`src/rtl/sliced_alu.sv`:
```
module sliced_alu #(
  parameter int SLICE_W = 4
) (
  input  logic                        clk,
  input  logic                        rst_n,
  input  logic [4*SLICE_W-1:0]        opnd_a,
  input  logic [4*SLICE_W-1:0]        opnd_b,
  input  logic                        sub_en,
  input  logic                        carry_in,
  input  logic [1:0]                  logic_op,
  input  logic                        ucmp_en,
  input  logic                        flag_upd,
  input  logic                        stat_we,
  input  logic [15:0]                 stat_wdata,
  output logic [4*SLICE_W-1:0]        result,
  output logic [15:0]                 status
);
  localparam int SLICES = 4;
  localparam int W = SLICE_W * SLICES;
  localparam logic [15:0] USED_MASK = 16'hF3BD;
  localparam logic [15:0] IRQ_MASK  = 16'hF000;

  logic [W-1:0] b_x, sum;
  logic [SLICES:0] cy;
  logic arith, c_msb_in;
  logic f_c, f_o, f_z, f_eq, f_n;
  logic [15:0] alu_bits;

  assign b_x   = opnd_b ^ {W{sub_en}};
  assign cy[0] = carry_in;

  for (genvar s = 0; s < SLICES; s++) begin : g_slice
    logic [SLICE_W:0] part;
    assign part = {1'b0, opnd_a[s*SLICE_W +: SLICE_W]} + {1'b0, b_x[s*SLICE_W +: SLICE_W]}
                + {{SLICE_W{1'b0}}, cy[s]};
    assign sum[s*SLICE_W +: SLICE_W] = part[SLICE_W-1:0];
    assign cy[s+1] = part[SLICE_W];
  end

  always_comb begin
    case (logic_op)
      2'b01:   result = opnd_a & opnd_b;
      2'b10:   result = opnd_a | opnd_b;
      2'b11:   result = opnd_a ^ opnd_b;
      default: result = sum;
    endcase
  end

  assign arith    = (logic_op == 2'b00);
  assign c_msb_in = opnd_a[W-1] ^ b_x[W-1] ^ sum[W-1];
  assign f_c      = arith & cy[SLICES];
  assign f_o      = arith & (c_msb_in ^ cy[SLICES]);
  assign f_z      = (result == '0);
  assign f_eq     = (opnd_a == opnd_b);
  assign f_n      = ucmp_en ? ~f_c : result[W-1];

  always_comb begin
    alu_bits    = '0;
    alu_bits[0] = f_z;
    alu_bits[2] = f_c;
    alu_bits[3] = arith & cy[1];
    alu_bits[4] = arith & cy[2];
    alu_bits[5] = arith & cy[3];
    alu_bits[7] = f_eq;
    alu_bits[8] = f_n;
    alu_bits[9] = f_o;
  end

  always_ff @(posedge clk) begin
    if (!rst_n)        status <= '0;
    else if (stat_we)  status <= stat_wdata & USED_MASK;
    else if (flag_upd) status <= (status & IRQ_MASK) | alu_bits;
  end
endmodule


```
`config.mk`:
```
export PLATFORM = sky130hd
export DESIGN_NAME = sliced_alu
export DESIGN_NICKNAME = d
export VERILOG_FILES = /design/src/rtl/sliced_alu.sv
export SDC_FILE = /design/constraint.sdc
export NUM_CORES = 1
export LEC_CHECK = 0
export BUFFER_PORTS_ARGS = -buffer_cell sky130_fd_sc_hd__clkbuf_2
export CAP_MARGIN = 0
export CORE_MARGIN = 3
export CORE_UTILIZATION = 25
export CTS_CLUSTER_SIZE = 8
export DETAILED_ROUTE_END_ITERATION = 8
export SLEW_MARGIN = 15
export SYNTH_ARGS = -nofsm -noshare
export SYNTH_HDL_FRONTEND = slang
export SYNTH_SLANG_ARGS = --single-unit
```
`constraint.sdc`:
```
create_clock -name clk -period 11.2 [get_ports clk]
set_input_delay 1.68 -clock clk [delete_from_list [all_inputs] [get_ports clk]]
set_output_delay 1.68 -clock clk [all_outputs]
set_load 0.01 [all_outputs]
```
# After elaboration in Yosys (flattened, before gate mapping)
# Cells that the tools add are included.
# W data, S select, Z words.
[totals]
register_bits = 16
in_bits = 57
out_inout_bits = 32
wordCells = 37
[classes]
add_sub_neg = 8
eq_ne = 4
n_mux = 4
bitwise_logic = 15
n_reduce_logical = 4
[op_table]
columns = ["op", "n"]
rows = [
  ["$pmux W16 S3", 1],
  ["$mux W16", 2],
  ["$xor A16 B16 Y16", 2],
  ["$add A4 B4 Y5", 4],
  ["$add A5 B1 Y5", 4],
  ["$and A16 B16 Y16", 1],
  ["$eq A16 B16 Y1", 1],
  ["$logic_not A16 Y1", 1],
  ["$or A16 B10 Y16", 1],
  ["$or A16 B16 Y16", 1],
  ["$and A1 B1 Y1", 5],
  ["$eq A2 B2 Y1 const B", 2],
  ["$xor A1 B1 Y1", 3],
  ["$eq A2 B1 Y1 const B", 1],
  ["$logic_not A2 Y1", 1],
  ["$not A1 Y1", 2],
  ["$reduce_bool A2 Y1", 1],
  ["$reduce_or A2 Y1", 1],
  ["$mux W1", 1],
]

# Logic depth before layout (Yosys ltp)
[logic_depth]
depth_word = 12
depth_mapped = 28
mapped_depth_nobuf = 26

# Worst setup path before layout
# Ideal clock, no wire load.
[synth_timing]
kind = "input to output"
startpoint = "input sub_en"
endpoint = "output result[13]"
t_arrival_ps = 6823
t_required_ps = 9520
setup_slack_ps = 2697
path_stages = 22
n_path_buf = 2
path_cell_list = "clkbuf_1 > buf_1 > xnor2_1 > fa_1 > fa_1 > inv_1 > a21o_1 > a21oi_1 > fa_1 > inv_2 > fa_1 > a21o_1 > a21oi_1 > fa_1 > fa_1 > inv_1 > a21o_2 > a21oi_1 > fa_1 > inv_1 > fa_1 > mux4_2"
[synth_between]
elab_chain_len = 7
word_cells_on_any_way = 10
classes_between = "add/sub (8); mux (1); bitwise (1)"
[synth_rtl]
columns = ["item", "line_no", "source"]
rows = [
  ["start, declared", "8", "input logic sub_en,"],
  ["$xor A16 B16 Y16 (*)", "29", "assign b_x = opnd_b ^ {W{sub_en}};"],
  ["$add A4 B4 Y5", "34", "assign part = {1'b0, opnd_a[s*SLICE_W +: SLICE_W]} + {1'b0, b_x[s*SLICE_W +: SLICE_W]}"],
  ["$add A5 B1 Y5 (3 in a row)", "35", "+ {{SLICE_W{1'b0}}, cy[s]};"],
  ["$add A5 B1 Y5 (*)", "35", ""],
  ["$pmux W16 S3 (*)", "41", "case (logic_op)"],
  ["end, declared", "15", "output logic [4*SLICE_W-1:0] result,"],
]
# Every way passes the cells marked *; elsewhere a longest branch is shown, timed or not.

# Worst setup path after layout
# Same ends and word-level chain as after synthesis.

==> results <==
- The run finished with clean final reports.
- The initial antenna violation count was 0.
- Counting every instance in the synthesized netlist gives 280.
- The final hold violation count was 0.
- At the end of the flow the core is filled with cells to 31.9%.
- The count of flip-flops with a built-in enable after synthesis is 0.
- The power per cell area is 81.5 mW/mm2.
- In this run the tightest slew margin relative to its limit is 50.7%.
- Ranked by flip-flop count, first place goes to status.
- At the pin with the least slew margin, the transition time is 740 ps.
- The signal on the critical path passes through clkbuf_2 -> xnor2_1 -> fa_1 -> fa_1 -> inv_1 -> a21o_1 -> a21oi_1 -> fa_1 -> inv_2 -> fa_1 -> a21o_1 -> a21oi_1 -> fa_1 -> fa_1 -> inv_1 -> a21o_2 -> a21oi_1 -> fa_1 -> inv_1 -> fa_1 -> mux4_2 -> clkbuf_2.
- The number of standard cells in the layout, taps in and fillers out is 458.
- Static timing analysis puts the maximum clock frequency at 114 MHz.
- The total of endpoints with negative setup slack in the final report is 0.
- The number of max-slew violations in the final report is 0.
- After clock tree synthesis, the setup repair step added 0 buffers.
- The number of buffers added to fix hold violations after cts is 0.
- For this run, design rule violations remaining after detail routing come to 0.
- The clock slew at the register clock pins of the worst setup and hold paths is 60 ps.
- The synthesis-to-layout area growth is 22.1%.
- The initial standard-cell utilization of the core is 26.1%.
- For this block, the initial DRC count from the detailed router was 79.
- The root buffer cell chosen for the clock tree is clkbuf_8.
- The setup TNS is 0 ps.
- The average routed wire per standard cell is 13.9 um.
- The pin count of the biggest net entering global routing is 34.
- The maximum buffer depth of the clock tree is 2.
- In this run, CTS created clock tree buffers numbering 3.
- The first global-routing pass estimated 9.49 mm of wire.
- Of the available clock period, the critical path in the final layout requires 78.5%.
- The count of buffers added on input and output ports is 80.
- The residual antenna-violating net count after detailed routing is 0.
- The total via count after detailed routing is 2103.
- Each instance of the synthesized netlist takes up on average 8.26 um2.
- The netlist uses 42 different library cells.
- The nature of the critical path endpoint is an output port.
- After global routing the overflow that remains totals 0.
- In this run the biggest area consumer among cell types represents 23.8% of the synthesized area.
- The yosys synthesis warning count is 0.
- The sequential-to-total area share from yosys stat is 10.4%.
- Synthesis inferred 12 register bits.
- The type of the worst min-delay path is flip-flop to flip-flop.
- In the final layout, the registers with the most flip-flops are status x12.
- Ranked by instance count, the synthesized netlist is headed by inv_1 (55), ha_1 (44), a21oi_1 (21), nand2_1 (14), xor2_1 (14).
- The number of antenna diodes in the final layout is 0.
- The die extent in y is 102 um.
- The final layout contains 460 nets.
- The total global routing track utilization is 11.6%.
- The static power due to leakage is 1.57 nW.
- Counting both buffers and inverters, the worst setup path holds a total of 6.
- The minimum hold slack is 517 ps.
- The cell type of the slowest stage on the worst timing path is mux4_2.
- The post-synthesis cell type with the largest combined area is ha_1.
- The post-route netlist has 28.3% of its cells at a drive strength greater than 1.
- In the final layout, the multi-input gates occupy 0.00178 mm2.
- The leading cell type by number of instances after synthesis is inv_1.
- The delay of the slowest cell on the worst path is 490 ps.
- The worst clock skew is 0 ps.
- The number of flip-flops in the largest register is 12.
- The number of global-route vias before repair is 1940.
- The HPWL after detailed placement is 5.45 mm.
- Along the worst path, the maximum fanout reaches 16.
- The global placer's final weighted congestion is 0.850.
- The total detailed-routing wirelength is 6.36 mm.
- The share of synthesized flip-flops with an asynchronous set or reset is 0%.
- Among cell families on the critical path, the largest total delay comes from adder cells.
- 89 I/O pins were placed.
- The placed cell count is 454.
- In the routed layout, each cell is associated on average with a via count of 4.59.
- The commonest register cell after synthesis is dfxtp_1.
- The post-cts repair resize count is 0.
- The total power consumption of the routed design is 230 uW.
- Yosys attributes the largest share of cell area to ha_1 (24%), dfxtp_1 (10%), inv_1 (8.9%).
- The required arrival time at the worst endpoint is 9520 ps.
- TritonCTS built the clock tree.
- Across the whole layout, storage elements account for 240 um2.
- Setup repair after global routing left no endpoint under its margin.
- The clock drives 12 sinks.
- The category of the most critical setup path is primary input to output port.
- The die covers 0.0104 mm2.
- The worst supply voltage drop on vdd is 0.0000299 V.
- The horizontal extent of the die is 102 um.
- The shortest clock period the worst path allows after layout is 8790 ps.
- Summing every instance area after synthesis gives 0.00231 mm2.
- The worst setup path is launched from a primary input.
- Counting the fill cells in the layout gives 942.
- The area of the core region is 0.00885 mm2.
- The cell that appears most often on the critical path is fa_1.
- The number of placement rows is 34.
- The arrival time of the worst setup path is 7110 ps.
- The pre-antenna-repair detailed-routing pass consisted of 4 iterations.
- The maximum level of the CTS H-tree is 1.
- The max-cap violation count is 0.
- Clock latency on the worst-skew pair, taken at its later pin, is 250 ps.
[metrics by stage]
stage	instance area, um2	setup WS, ps
CTS	2820	2370
global route	2820	2020
detailed placement	2770	2390
finish	2820	2410
global placement	2770	2420
floorplan	2320	2700
[worst paths after layout]
kind,startpoint,end,slack [ps],depth (start not counted)
max reg2reg,status[0],status[0],10450,3
min reg2reg,status[12],status[12],520,2
max,sub_en,result[13],2410,22
min,status[12],status[12],520,2
[layer usage]
metal | global-route usage, % | routed length [um]
met1 | 14.1 | 2690
met2 | 20.7 | 3230
met3 | 3.07 | 385
met4 | 2.22 | 57
met5 | 0 | 0
[cells by family (layout without fill, tap and decap cells)]
family | Yosys count | after routing | share of synthesized area, %
AO/OA/AOI/OAI | 52 | 52 | 14.3
XOR/XNOR | 25 | 25 | 9.46
adder cells (fa/ha/maj) | 52 | 52 | 30.7
buffers and inverters | 75 | 142 | 13.4
flip-flops | 12 | 12 | 10.4
multiplexers | 14 | 14 | 10.9
other | 1 | 4 | 0.162
AND/OR/NAND/NOR | 49 | 49 | 10.7
[placed cells by master (no fill, tap or decap), types with 3 or more instances in the layout]
master,n
nor2_1,10
mux4_2,9
xor2_1,14
inv_2,3
dfxtp_1,12
nor2b_1,5
clkbuf_8,4
o211a_1,4
inv_1,55
nand3_1,5
mux2i_1,5
o21ai_1,7
xnor2_1,11
fa_1,8
a21oi_1,21
conb_1,4
a21o_1,5
nor4_1,5
nand2_1,14
ha_1,44
o21ai_0,4
clkbuf_2,80
[tightest hold or removal path, cell delays in order (launching register included)]
cell and delay [ps]:
dfxtp_1 320, mux2i_1 60, nor2b_1 90
[area by class of cell]
| type | instances | share of cell area [%] |
|---|---|---|
| clock buffer | 4 | 1.95 |
| timing repair buffer | 80 | 14.2 |
| multi-input combinational | 196 | 62.9 |
| inverter | 58 | 7.71 |
| tap | 108 | 4.79 |
| sequential | 12 | 8.51 |
[report_power, final]
group	total [mW]	switching (mW)	internal (mW)
Sequential	0.0468	0.00126	0.0455
Clock	0.0475	0.0164	0.0311
Combinational	0.136	0.0744	0.0616
Total	0.230	0.0921	0.138
Note: power is estimated with default switching activity, not from simulation.
